<file path="src/rtl/gpe_sci_pkg.sv">
package gpe_sci_pkg;

    // Fixed-event bit positions that may raise the SCI.
    localparam int FIX_TMR_BIT    = 0;
    localparam int FIX_GLK_BIT    = 5;
    localparam int FIX_PWRBTN_BIT = 8;
    localparam int FIX_RTC_BIT    = 10;

    // Hotplug bit positions in GPE byte 0.
    localparam int GPE_PCI_HP_BIT = 1;
    localparam int GPE_CPU_HP_BIT = 2;

    // Access request limits.
    localparam int ACC_MAX_BYTES = 4;
    localparam int ACC_LEN_W     = $clog2(ACC_MAX_BYTES);
    localparam int ACC_DATA_W    = 8 * ACC_MAX_BYTES;

    typedef enum logic [1:0] {
        ACC_IDLE = 2'd0,
        ACC_BEAT = 2'd1,
        ACC_DONE = 2'd2
    } acc_state_e;

    function automatic logic [15:0] fix_sci_mask16();
        logic [15:0] m;
        m = '0;
        m[FIX_TMR_BIT]    = 1'b1;
        m[FIX_GLK_BIT]    = 1'b1;
        m[FIX_PWRBTN_BIT] = 1'b1;
        m[FIX_RTC_BIT]    = 1'b1;
        return m;
    endfunction

    function automatic logic [7:0] gpe_sci_mask8();
        logic [7:0] m;
        m = '0;
        m[GPE_PCI_HP_BIT] = 1'b1;
        m[GPE_CPU_HP_BIT] = 1'b1;
        return m;
    endfunction

endpackage

</file>
<file path="src/rtl/gpe_acc_fsm.sv">
module gpe_acc_fsm
    import gpe_sci_pkg::*;
#(
    parameter int WIN   = 4,
    parameter int OFF_W = 2
) (
    input  logic                  clk,
    input  logic                  rst_n,
    input  logic                  start_i,
    input  logic                  write_i,
    input  logic [OFF_W-1:0]      off_i,
    input  logic [ACC_LEN_W-1:0]  len_i,
    input  logic [ACC_DATA_W-1:0] wdata_i,
    input  logic [7:0]            rd_byte_i,
    output logic                  busy_o,
    output logic                  done_o,
    output logic [ACC_DATA_W-1:0] rdata_o,
    output logic                  bw_en_o,
    output logic [OFF_W-1:0]      b_off_o,
    output logic [7:0]            bw_data_o
);

    localparam int POS_W = OFF_W + ACC_LEN_W + 1;

    acc_state_e            state_q, state_d;
    logic [OFF_W-1:0]      off_q;
    logic [ACC_LEN_W-1:0]  len_q;
    logic [ACC_LEN_W-1:0]  cnt_q;
    logic [ACC_DATA_W-1:0] wdata_q;
    logic [ACC_DATA_W-1:0] rdata_q;
    logic                  write_q;

    logic [POS_W-1:0]      pos;
    logic                  in_win;
    logic                  last_beat;
    logic [ACC_LEN_W+2:0]  lane;

    assign pos       = POS_W'(off_q) + POS_W'(cnt_q);
    assign in_win    = (pos < POS_W'(WIN));
    assign last_beat = (cnt_q == len_q);
    assign lane      = {cnt_q, 3'b000};

    // State register
    always_ff @(posedge clk or negedge rst_n) begin
        if (!rst_n) begin
            state_q <= ACC_IDLE;
        end else begin
            state_q <= state_d;
        end
    end

    // Next state
    always_comb begin
        state_d = state_q;
        unique case (state_q)
            ACC_IDLE: if (start_i)   state_d = ACC_BEAT;   // accept
            ACC_BEAT: if (last_beat) state_d = ACC_DONE;   // finish, else next byte
            ACC_DONE:                state_d = ACC_IDLE;   // release
            default:                 state_d = ACC_IDLE;
        endcase
    end

    // Outputs
    always_comb begin
        busy_o    = 1'b0;
        done_o    = 1'b0;
        bw_en_o   = 1'b0;
        b_off_o   = pos[OFF_W-1:0];
        bw_data_o = wdata_q[lane +: 8];
        unique case (state_q)
            ACC_IDLE: ;
            ACC_BEAT: begin
                busy_o  = 1'b1;
                bw_en_o = write_q && in_win;
            end
            ACC_DONE: begin
                busy_o = 1'b1;
                done_o = 1'b1;
            end
            default: ;
        endcase
    end

    assign rdata_o = rdata_q;

    // Request capture and read gather
    always_ff @(posedge clk or negedge rst_n) begin
        if (!rst_n) begin
            off_q   <= '0;
            len_q   <= '0;
            cnt_q   <= '0;
            wdata_q <= '0;
            rdata_q <= '0;
            write_q <= 1'b0;
        end else begin
            unique case (state_q)
                ACC_IDLE: begin
                    if (start_i) begin
                        off_q   <= off_i;
                        len_q   <= len_i;
                        cnt_q   <= '0;
                        wdata_q <= wdata_i;
                        write_q <= write_i;
                        rdata_q <= '0;
                    end
                end
                ACC_BEAT: begin
                    if (!write_q && in_win) begin
                        rdata_q[lane +: 8] <= rd_byte_i;
                    end
                    cnt_q <= cnt_q + 1'b1;
                end
                ACC_DONE: ;
                default: ;
            endcase
        end
    end

endmodule

</file>
<file path="src/rtl/gpe_regfile.sv">
module gpe_regfile #(
    parameter int GPE_BYTES = 2,
    parameter int WIN       = 2 * GPE_BYTES,
    parameter int OFF_W     = $clog2(WIN),
    parameter int GPE_W     = 8 * GPE_BYTES
) (
    input  logic             clk,
    input  logic             rst_n,
    input  logic             bw_en_i,
    input  logic [OFF_W-1:0] b_off_i,
    input  logic [7:0]       bw_data_i,
    input  logic [GPE_W-1:0] set_i,
    output logic [7:0]       rd_byte_o,
    output logic [GPE_W-1:0] sts_o,
    output logic [GPE_W-1:0] en_o
);

    logic [GPE_W-1:0] sts_q;
    logic [GPE_W-1:0] en_q;

    for (genvar b = 0; b < GPE_BYTES; b++) begin : g_byte
        logic       sts_hit;
        logic       en_hit;
        logic [7:0] clr;

        assign sts_hit = bw_en_i && (b_off_i == OFF_W'(b));
        assign en_hit  = bw_en_i && (b_off_i == OFF_W'(GPE_BYTES + b));
        assign clr     = sts_hit ? bw_data_i : 8'h00;

        // Status: write-one-to-clear, a set in the same clock wins.
        always_ff @(posedge clk or negedge rst_n) begin
            if (!rst_n) begin
                sts_q[8*b +: 8] <= 8'h00;
            end else begin
                sts_q[8*b +: 8] <= (sts_q[8*b +: 8] & ~clr) | set_i[8*b +: 8];
            end
        end

        // Enable: plain read/write.
        always_ff @(posedge clk or negedge rst_n) begin
            if (!rst_n) begin
                en_q[8*b +: 8] <= 8'h00;
            end else if (en_hit) begin
                en_q[8*b +: 8] <= bw_data_i;
            end
        end
    end

    always_comb begin
        rd_byte_o = 8'h00;
        for (int i = 0; i < GPE_BYTES; i++) begin
            if (b_off_i == OFF_W'(i))             rd_byte_o = sts_q[8*i +: 8];
            if (b_off_i == OFF_W'(GPE_BYTES + i)) rd_byte_o = en_q[8*i +: 8];
        end
    end

    assign sts_o = sts_q;
    assign en_o  = en_q;

endmodule

</file>
<file path="src/rtl/gpe_sci_combine.sv">
module gpe_sci_combine
    import gpe_sci_pkg::*;
#(
    parameter int FIX_W = 16
) (
    input  logic             clk,
    input  logic             rst_n,
    input  logic [FIX_W-1:0] fix_sts_i,
    input  logic [FIX_W-1:0] fix_en_i,
    input  logic [7:0]       gpe_sts0_i,
    input  logic [7:0]       gpe_en0_i,
    output logic             sci_o,
    output logic             tmr_arm_o
);

    localparam logic [FIX_W-1:0] FIX_MASK = FIX_W'(fix_sci_mask16());
    localparam logic [7:0]       GPE_MASK = gpe_sci_mask8();

    logic fix_hit;
    logic gpe_hit;
    logic arm_d;
    logic sci_q;
    logic arm_q;

    assign fix_hit = |(fix_sts_i & fix_en_i & FIX_MASK);
    assign gpe_hit = |(gpe_sts0_i & gpe_en0_i & GPE_MASK);
    assign arm_d   = fix_en_i[FIX_TMR_BIT] && !fix_sts_i[FIX_TMR_BIT];

    always_ff @(posedge clk or negedge rst_n) begin
        if (!rst_n) begin
            sci_q <= 1'b0;
            arm_q <= 1'b0;
        end else begin
            sci_q <= fix_hit || gpe_hit;
            arm_q <= arm_d;
        end
    end

    assign sci_o     = sci_q;
    assign tmr_arm_o = arm_q;

endmodule

</file>
<file path="src/rtl/gpe_sci_aggregator.sv">
module gpe_sci_aggregator
    import gpe_sci_pkg::*;
#(
    parameter int GPE_BYTES = 2,
    parameter int FIX_W     = 16,
    parameter int WIN       = 2 * GPE_BYTES,
    parameter int OFF_W     = $clog2(WIN),
    parameter int GPE_W     = 8 * GPE_BYTES
) (
    input  logic                  clk,
    input  logic                  rst_n,
    input  logic                  acc_start_i,
    input  logic                  acc_write_i,
    input  logic [OFF_W-1:0]      acc_off_i,
    input  logic [ACC_LEN_W-1:0]  acc_len_i,
    input  logic [ACC_DATA_W-1:0] acc_wdata_i,
    output logic                  acc_busy_o,
    output logic                  acc_done_o,
    output logic [ACC_DATA_W-1:0] acc_rdata_o,
    input  logic [GPE_W-1:0]      evt_set_i,
    input  logic [FIX_W-1:0]      fix_sts_i,
    input  logic [FIX_W-1:0]      fix_en_i,
    output logic                  sci_o,
    output logic                  tmr_arm_o
);

    logic             bw_en;
    logic [OFF_W-1:0] b_off;
    logic [7:0]       bw_data;
    logic [7:0]       rd_byte;
    logic [GPE_W-1:0] sts_w;
    logic [GPE_W-1:0] en_w;

    gpe_acc_fsm #(
        .WIN   (WIN),
        .OFF_W (OFF_W)
    ) u_acc (
        .clk       (clk),
        .rst_n     (rst_n),
        .start_i   (acc_start_i),
        .write_i   (acc_write_i),
        .off_i     (acc_off_i),
        .len_i     (acc_len_i),
        .wdata_i   (acc_wdata_i),
        .rd_byte_i (rd_byte),
        .busy_o    (acc_busy_o),
        .done_o    (acc_done_o),
        .rdata_o   (acc_rdata_o),
        .bw_en_o   (bw_en),
        .b_off_o   (b_off),
        .bw_data_o (bw_data)
    );

    gpe_regfile #(
        .GPE_BYTES (GPE_BYTES),
        .WIN       (WIN),
        .OFF_W     (OFF_W),
        .GPE_W     (GPE_W)
    ) u_regs (
        .clk       (clk),
        .rst_n     (rst_n),
        .bw_en_i   (bw_en),
        .b_off_i   (b_off),
        .bw_data_i (bw_data),
        .set_i     (evt_set_i),
        .rd_byte_o (rd_byte),
        .sts_o     (sts_w),
        .en_o      (en_w)
    );

    gpe_sci_combine #(
        .FIX_W (FIX_W)
    ) u_sci (
        .clk        (clk),
        .rst_n      (rst_n),
        .fix_sts_i  (fix_sts_i),
        .fix_en_i   (fix_en_i),
        .gpe_sts0_i (sts_w[7:0]),
        .gpe_en0_i  (en_w[7:0]),
        .sci_o      (sci_o),
        .tmr_arm_o  (tmr_arm_o)
    );

endmodule

</file>
<file path="config.mk">
export PLATFORM = sky130hd
export DESIGN_NAME = gpe_sci_aggregator
export DESIGN_NICKNAME = d
export VERILOG_FILES = /design/src/rtl/gpe_sci_pkg.sv /design/src/rtl/gpe_acc_fsm.sv /design/src/rtl/gpe_regfile.sv /design/src/rtl/gpe_sci_combine.sv /design/src/rtl/gpe_sci_aggregator.sv
export SDC_FILE = /design/constraint.sdc
export NUM_CORES = 1
export LEC_CHECK = 0
export ABC_AREA = 1
export BUFFER_PORTS_ARGS = -buffer_cell sky130_fd_sc_hd__buf_2
export CELL_PAD_IN_SITES_DETAIL_PLACEMENT = 1
export CELL_PAD_IN_SITES_GLOBAL_PLACEMENT = 1
export CORE_UTILIZATION = 43
export DETAILED_ROUTE_END_ITERATION = 10
export PLACE_DENSITY = 0.9
export SLEW_MARGIN = 25
export SYNTH_ARGS = -nofsm -noshare
export SYNTH_HDL_FRONTEND = slang
export SYNTH_SLANG_ARGS = --single-unit
</file>
<file path="constraint.sdc">
create_clock -name clk -period 5.3 [get_ports clk]
set_input_delay 0.53 -clock clk [delete_from_list [all_inputs] [get_ports clk]]
set_output_delay 0.53 -clock clk [all_outputs]
set_load 0.02 [all_outputs]
</file>
==> impl_metrics.env, run 1 <==
export IMPL_slew_headroom=0.481
export IMPL_root_buffer="clkbuf_16"
export IMPL_vias=4093
export IMPL_rsz0062_at_grt="no"
export IMPL_hold_viol=0
export IMPL_ctsLongestPathBuffers=2
export IMPL_place_congestion=0.825
export IMPL_cp_num_cells=6
export IMPL_ir_drop_mv=0.241
export IMPL_r2r_slack_ps=2370
export IMPL_ys_async_sr_fraction=1.00
export IMPL_cts_buffers=9
export IMPL_start_kind="flop"
export IMPL_sequentialPowerShare=0.347
export IMPL_cts_hold_buf=0
export IMPL_synth_edf_count=0
export IMPL_synth_cells=529
export IMPL_regArea_um2=2680
export IMPL_tightest_slew_ps=778
export IMPL_crit_type="reg -> reg"
export IMPL_cp_cell_sequence="buf_4 > ha_1 > fa_1 > nand3_1 > nand2_1 > o21ai_0"
export IMPL_leakage_nw=3.05
export IMPL_combPwrFrac=0.453
export IMPL_layout_drive_gt1_share=0.265
export IMPL_tns_ps=0
export IMPL_drv_slew=0
export IMPL_grt_met3_usage=0.0568
export IMPL_status="finished clean"
export IMPL_wl_per_cell_um=16.9
export IMPL_die_height_um=109
export IMPL_slowest_delay_ps=880
export IMPL_cp_arrival_ps=3120
export IMPL_htreeDepth=3
export IMPL_hpwl_um=9620
export IMPL_fill_cells=1305
export IMPL_cts_sinks=107
export IMPL_ios=124
export IMPL_met1_usage=0.279
export IMPL_fmax_mhz=341
export IMPL_cp_required_ps=5490
export IMPL_hp_class="in -> async"
export IMPL_period_share=0.553
export IMPL_p_int_mw=1.97
export IMPL_syn_cell_area_um2=4920
export IMPL_cts_tree="built"
export IMPL_area_delta_synth_final_pct=18.4
export IMPL_drc=0
export IMPL_clkTransAtPathRegs_ps=70
export IMPL_whs_ps=188
export IMPL_r2r_start="u_acc.cnt_q[0]"
export IMPL_maxCapViolations=0
export IMPL_synth_seq_cells=107
export IMPL_vias_per_cell=5.33
export IMPL_core_um2=11000
export IMPL_ff2ff_path_depth=6
export IMPL_multi_input_area_um2=1990
export IMPL_fin_skew_ps=7.66
export IMPL_setup_viol=0
export IMPL_drt_initial_drc_count=137
export IMPL_first_pass_iters=6
export IMPL_cts_resized=0
export IMPL_ys_types=30
export IMPL_grt_busiest_layer="met2"
export IMPL_yosysWarnings=0
export IMPL_cts_setup_buffers=0
export IMPL_synth_area_per_cell_um2=9.30
export IMPL_cp_slowest_cell="fa_1"
export IMPL_grt_max_degree=63
export IMPL_grt_pass1_wl_um=21200
export IMPL_grt_pass1_vias=4344
export IMPL_pwr_share_clk=0.200
export IMPL_grt_ovfl_total=0
export IMPL_synthFlopType="dfrtp_1"
export IMPL_clk_latency_ps=350
export IMPL_ys_seq_area_frac=0.544
export IMPL_gr_usage_met2=0.415
export IMPL_synth_nets=626
export IMPL_p_per_area_nw_per_um2=608
export IMPL_period_needed_ps=2930
export IMPL_switching_power_mw=1.57
export IMPL_die_area_um2=11900
export IMPL_portBuffers=99
export IMPL_num_rows=38
export IMPL_worstPathMaxFanout=37
export IMPL_final_net_count=720
export IMPL_path_buf_inv=1
export IMPL_grtUsageTotal=0.236
export IMPL_routed_wl_um=13000
export IMPL_critPathCaptureType="flop"
export IMPL_ant_nets=0
export IMPL_die_width_um=109
export IMPL_start_util=0.448
export IMPL_antenna_found_initial=2
export IMPL_switching_share=0.443
export IMPL_rr_endpoint="u_regs.en_o[0]"
export IMPL_crit_family="adder cells"
-- power groups by stage --
stage / logic, mW / registers, mW / clock network (mW)
after floorplan: 1.10 / 1.23 / 0
after global placement: 1.50 / 1.22 / 0
after detailed placement: 1.58 / 1.24 / 0
after CTS: 1.61 / 1.23 / 0.713
after global routing: 1.77 / 1.26 / 0.744
final: 1.60 / 1.23 / 0.706
-- cells in the final DEF (no fill, tap or decap), types with 3 or more instances in the layout --
cell type    n
o21ai_1      6
nand4_1     15
clkbuf_16    9
nand3_1     40
nor2_1      14
o21ai_0     38
nand2_1    179
ha_1         8
mux2_2      37
o21bai_1    12
dfrtp_1    107
inv_2        3
inv_1       34
buf_2       98
buf_4        4
-- per-stage QoR --
stage | setup WS (ps) | utilization | cell area (um2) | cells | power, mW
6_report | 2370 | 0.530 | 5820 | 768 | 3.54
5_1_grt | 2270 | 0.530 | 5820 | 767 | 3.77
3_3_place_gp | 2660 | 0.502 | 5510 | 752 | 2.71
2_1_floorplan | 3380 | - | 4920 | 529 | 2.32
4_1_cts | 2400 | 0.530 | 5820 | 767 | 3.55
3_5_place_dp | 2520 | 0.502 | 5510 | 752 | 2.83
-- state kept, by name, summed over array words and instances, names as in the netlist, 2 cells and up --
name           flops
u_acc.len_q        2
u_acc.cnt_q        2
u_regs.sts_o      16
u_regs.en_o       16
u_acc.rdata_o     32
u_acc.off_q        2
u_acc.state_q      2
u_acc.wdata_q     32
-- Yosys cell counts (2+ instances only) --
library cell | n | area share
buf_2 | 13 | 0.013
buf_4 | 2 | 0.0031
clkbuf_1 | 2 | 0.0015
clkinv_1 | 2 | 0.0015
dfrtp_1 | 107 | 0.54
ha_1 | 8 | 0.020
inv_1 | 34 | 0.026
inv_2 | 3 | 0.0023
mux2_2 | 37 | 0.085
nand2_1 | 179 | 0.14
nand2_2 | 2 | 0.0025
nand3_1 | 40 | 0.041
nand4_1 | 15 | 0.019
nor2_1 | 14 | 0.011
nor2_4 | 2 | 0.0046
o21ai_0 | 38 | 0.039
o21ai_1 | 6 | 0.0061
o21bai_1 | 12 | 0.018
xnor2_1 | 2 | 0.0036
-- layer usage --
| layer | routed length, um | vias to the layer above |
|---|---|---|
| li1 | - | 1919 |
| met1 | 5340 | 2045 |
| met2 | 6620 | 100 |
| met3 | 719 | 27 |
| met4 | 298 | 2 |
| met5 | 13 | - |
-- cells by family after synthesis --
logic type               synth area share
AND/OR/NAND/NOR                     0.225
flip-flops                          0.544
AO/OA/AOI/OAI                      0.0677
buffers and inverters              0.0506
multiplexers                       0.0847
adder cells (fa/ha/maj)            0.0244
XOR/XNOR                          0.00356
-- worst max path at each step --
| stage | startpoint | to |
|---|---|---|
| 3_3_place_gp | u_acc.cnt_q[0] | u_acc.rdata_o[16] |
| 2_1_floorplan | u_acc.cnt_q[0] | u_regs.en_o[10] |
| 4_1_cts | u_acc.cnt_q[0] | u_regs.en_o[0] |
| 5_1_grt | u_acc.cnt_q[0] | u_regs.en_o[0] |
| 6_report | u_acc.cnt_q[0] | u_regs.en_o[0] |
| 3_5_place_dp | u_acc.cnt_q[0] | u_regs.en_o[0] |
-- cell type report --
| cell class | count | area share |
|---|---|---|
| multi-input cells | 364 | 0.342 |
| repair buffers | 102 | 0.0894 |
| clock inverters | 5 | 0.0135 |
| diodes | 1 | 0.000430 |
| well taps | 140 | 0.0301 |
| flip-flops and latches | 107 | 0.460 |
| inverters | 39 | 0.0251 |
| clock buffers | 10 | 0.0393 |
(Power assumes the default switching activity.)
==> run 2, diff against run 1 <==
CORE_UTILIZATION = 36   (was 43)
PLACE_DENSITY = 0.81   (was 0.9)
clock period = 2.5 ns   (was 5.3 ns; I/O delays follow)
==> run 2 against run 1 <==
Net effect: critical path depth grew 3; register-to-register slack lost 2100 ps; highest routed layer is now met4; non-clock buffer count grew 8; utilization shrank 8.5 points; sequential cell count is the same; cell area grew 1.6%; cell count grew 5.7%; wire length shrank 1.6%; clock skew grew 2.4 ps.
==> impl_metrics.env, run 2 (synthesis gave the netlist of run 1 again) <==
export IMPL_whs_ps=62.9
export IMPL_num_rows=42
export IMPL_clkTransAtPathRegs_ps=70
export IMPL_setup_viol=0
export IMPL_antenna_cells=0
export IMPL_cp_slowest_cell="fa_1"
export IMPL_instances_no_fill=812
export IMPL_critPathCaptureType="flop"
export IMPL_die_width_um=119
export IMPL_fmax_mhz=452
export IMPL_vias=3963
export IMPL_drv_slew=0
export IMPL_p_per_area_nw_per_um2=1250
export IMPL_ios=124
export IMPL_period_needed_ps=2210
export IMPL_worstPathMaxFanout=10
export IMPL_rr_endpoint="u_acc.rdata_o[25]"
export IMPL_final_net_count=728
export IMPL_antenna_found_initial=0
export IMPL_slew_headroom=0.633
export IMPL_cp_arrival_ps=2500
export IMPL_crit_type="reg -> reg"
export IMPL_ir_drop_mv=0.507
export IMPL_cts_tree="built"
export IMPL_whs_endpoint="u_sci.tmr_arm_o"
export IMPL_start_util=0.370
export IMPL_hpwl_um=9500
export IMPL_ant_nets=0
export IMPL_maxCapViolations=0
export IMPL_period_share=0.885
export IMPL_placed_cells=795
export IMPL_portBuffers=99
export IMPL_ff2ff_path_depth=9
export IMPL_drt_initial_drc_count=138
export IMPL_core_um2=13300
export IMPL_cts_buffers=9
export IMPL_tightest_slew_ps=551
export IMPL_hp_start="fix_sts_i[0]"
export IMPL_leakage_nw=3.07
export IMPL_final_cell_mix="nand2_1 (179), dfrtp_1 (107), buf_2 (98), nand3_1 (39), o21ai_0 (38)"
export IMPL_r2r_slack_ps=290
export IMPL_root_buffer="clkbuf_16"
export IMPL_crit_top_cell="nand2_1"
export IMPL_place_congestion=0.807
export IMPL_hp_class="in -> reg"
export IMPL_grt_pass1_wl_um=21200
export IMPL_rsz0062_at_grt="no"
export IMPL_first_pass_iters=4
export IMPL_start_kind="flop"
export IMPL_r2r_start="u_acc.cnt_q[0]"
export IMPL_area_delta_synth_final_pct=20.3
export IMPL_fin_skew_ps=10.1
export IMPL_drc=0
export IMPL_htreeDepth=3
export IMPL_fin_total_pwr_mw=7.39
export IMPL_hold_viol=0
export IMPL_layout_drive_gt1_share=0.275
export IMPL_clk_latency_ps=360
export IMPL_crit_family="adder cells"
export IMPL_hold_depth=2
export IMPL_grtUsageTotal=0.194
export IMPL_grt_ovfl_total=0
export IMPL_grt_max_degree=67
export IMPL_die_height_um=119
export IMPL_path_buf_inv=1
export IMPL_grt_pass1_vias=4202
export IMPL_cp_cell_sequence="ha_1 > fa_1 > buf_4 > nand3_1 > nand2_1 > nand2_1 > nand2_1 > nand4_1 > nand2_1"
export IMPL_slowest_delay_ps=630
export IMPL_routed_wl_um=12800
export IMPL_mostFrequentLayoutCell="nand2_1"
export IMPL_wl_per_cell_um=15.7
export IMPL_die_area_um2=14100
export IMPL_cts_sinks=107
export IMPL_ctsLongestPathBuffers=2
export IMPL_vias_per_cell=4.88
export IMPL_tns_ps=0
export IMPL_status="finished clean"
export IMPL_cts_setup_buffers=0
export IMPL_cp_required_ps=2790
-- run 2: what timing repair did --
action | CTS | global route
hold buffers | 1 | 0
setup endpoints to repair | 0 | 5
resized for setup | 0 | 1
hold endpoints to repair | 41 | 0
-- run 2: worst max-delay path by stage --
stage / depth (start not counted) / slack [ps] / endpoint / startpoint
after floorplan: 8 / 580 / u_regs.en_o[10] / u_acc.cnt_q[0]
final: 9 / 290 / u_acc.rdata_o[25] / u_acc.cnt_q[0]
after global placement: 6 / 320 / u_regs.en_o[4] / u_acc.cnt_q[0]
after global routing: 6 / 70 / u_regs.sts_o[7] / u_acc.cnt_q[0]
after CTS: 5 / 190 / u_regs.en_o[1] / u_acc.cnt_q[0]
after detailed placement: 6 / 220 / u_regs.en_o[2] / u_acc.cnt_q[0]
-- run 2: worst reg2reg max path, stage by stage, from the launching register on --
cell and delay (ps):
dfrtp_1 390, ha_1 220, fa_1 640, buf_4 230, nand3_1 100, nand2_1 100
nand2_1 60, nand2_1 190, nand4_1 150, nand2_1 90
-- run 2: layout make-up --
cell class	instances	area, um2
Multi-Input combinational cell	364	2000
Inverter	39	146
Fill cell	1590	7380
Clock buffer	11	243
Tap cell	176	220
Sequential cell	107	2680
Clock inverter	5	37.5
Timing Repair Buffer	110	596
-- run 2: per-stage QoR --
step	utilization	setup WS, ps	instance area, um2
after floorplan	-	579	4920
after global placement	0.423	319	5620
after detailed placement	0.423	219	5620
after CTS	0.445	186	5910
after global routing	0.445	74.9	5920
final	0.445	287	5920
-- run 2: metal layers --
layer,global-route usage,vias up,wire (um)
li1,-,1931,-
met1,0.254,1925,5690
met2,0.326,91,6360
met3,0.0278,16,526
met4,0.0688,0,206
met5,0,-,0
-- run 2: where the power goes --
| part | switching (mW) | leakage (nW) | total [mW] | internal, mW |
|---|---|---|---|---|
| clock network | 0.660 | 0.132 | 1.37 | 0.708 |
| logic | 2.33 | 1.63 | 3.45 | 1.11 |
| registers | 0.303 | 1.30 | 2.58 | 2.27 |
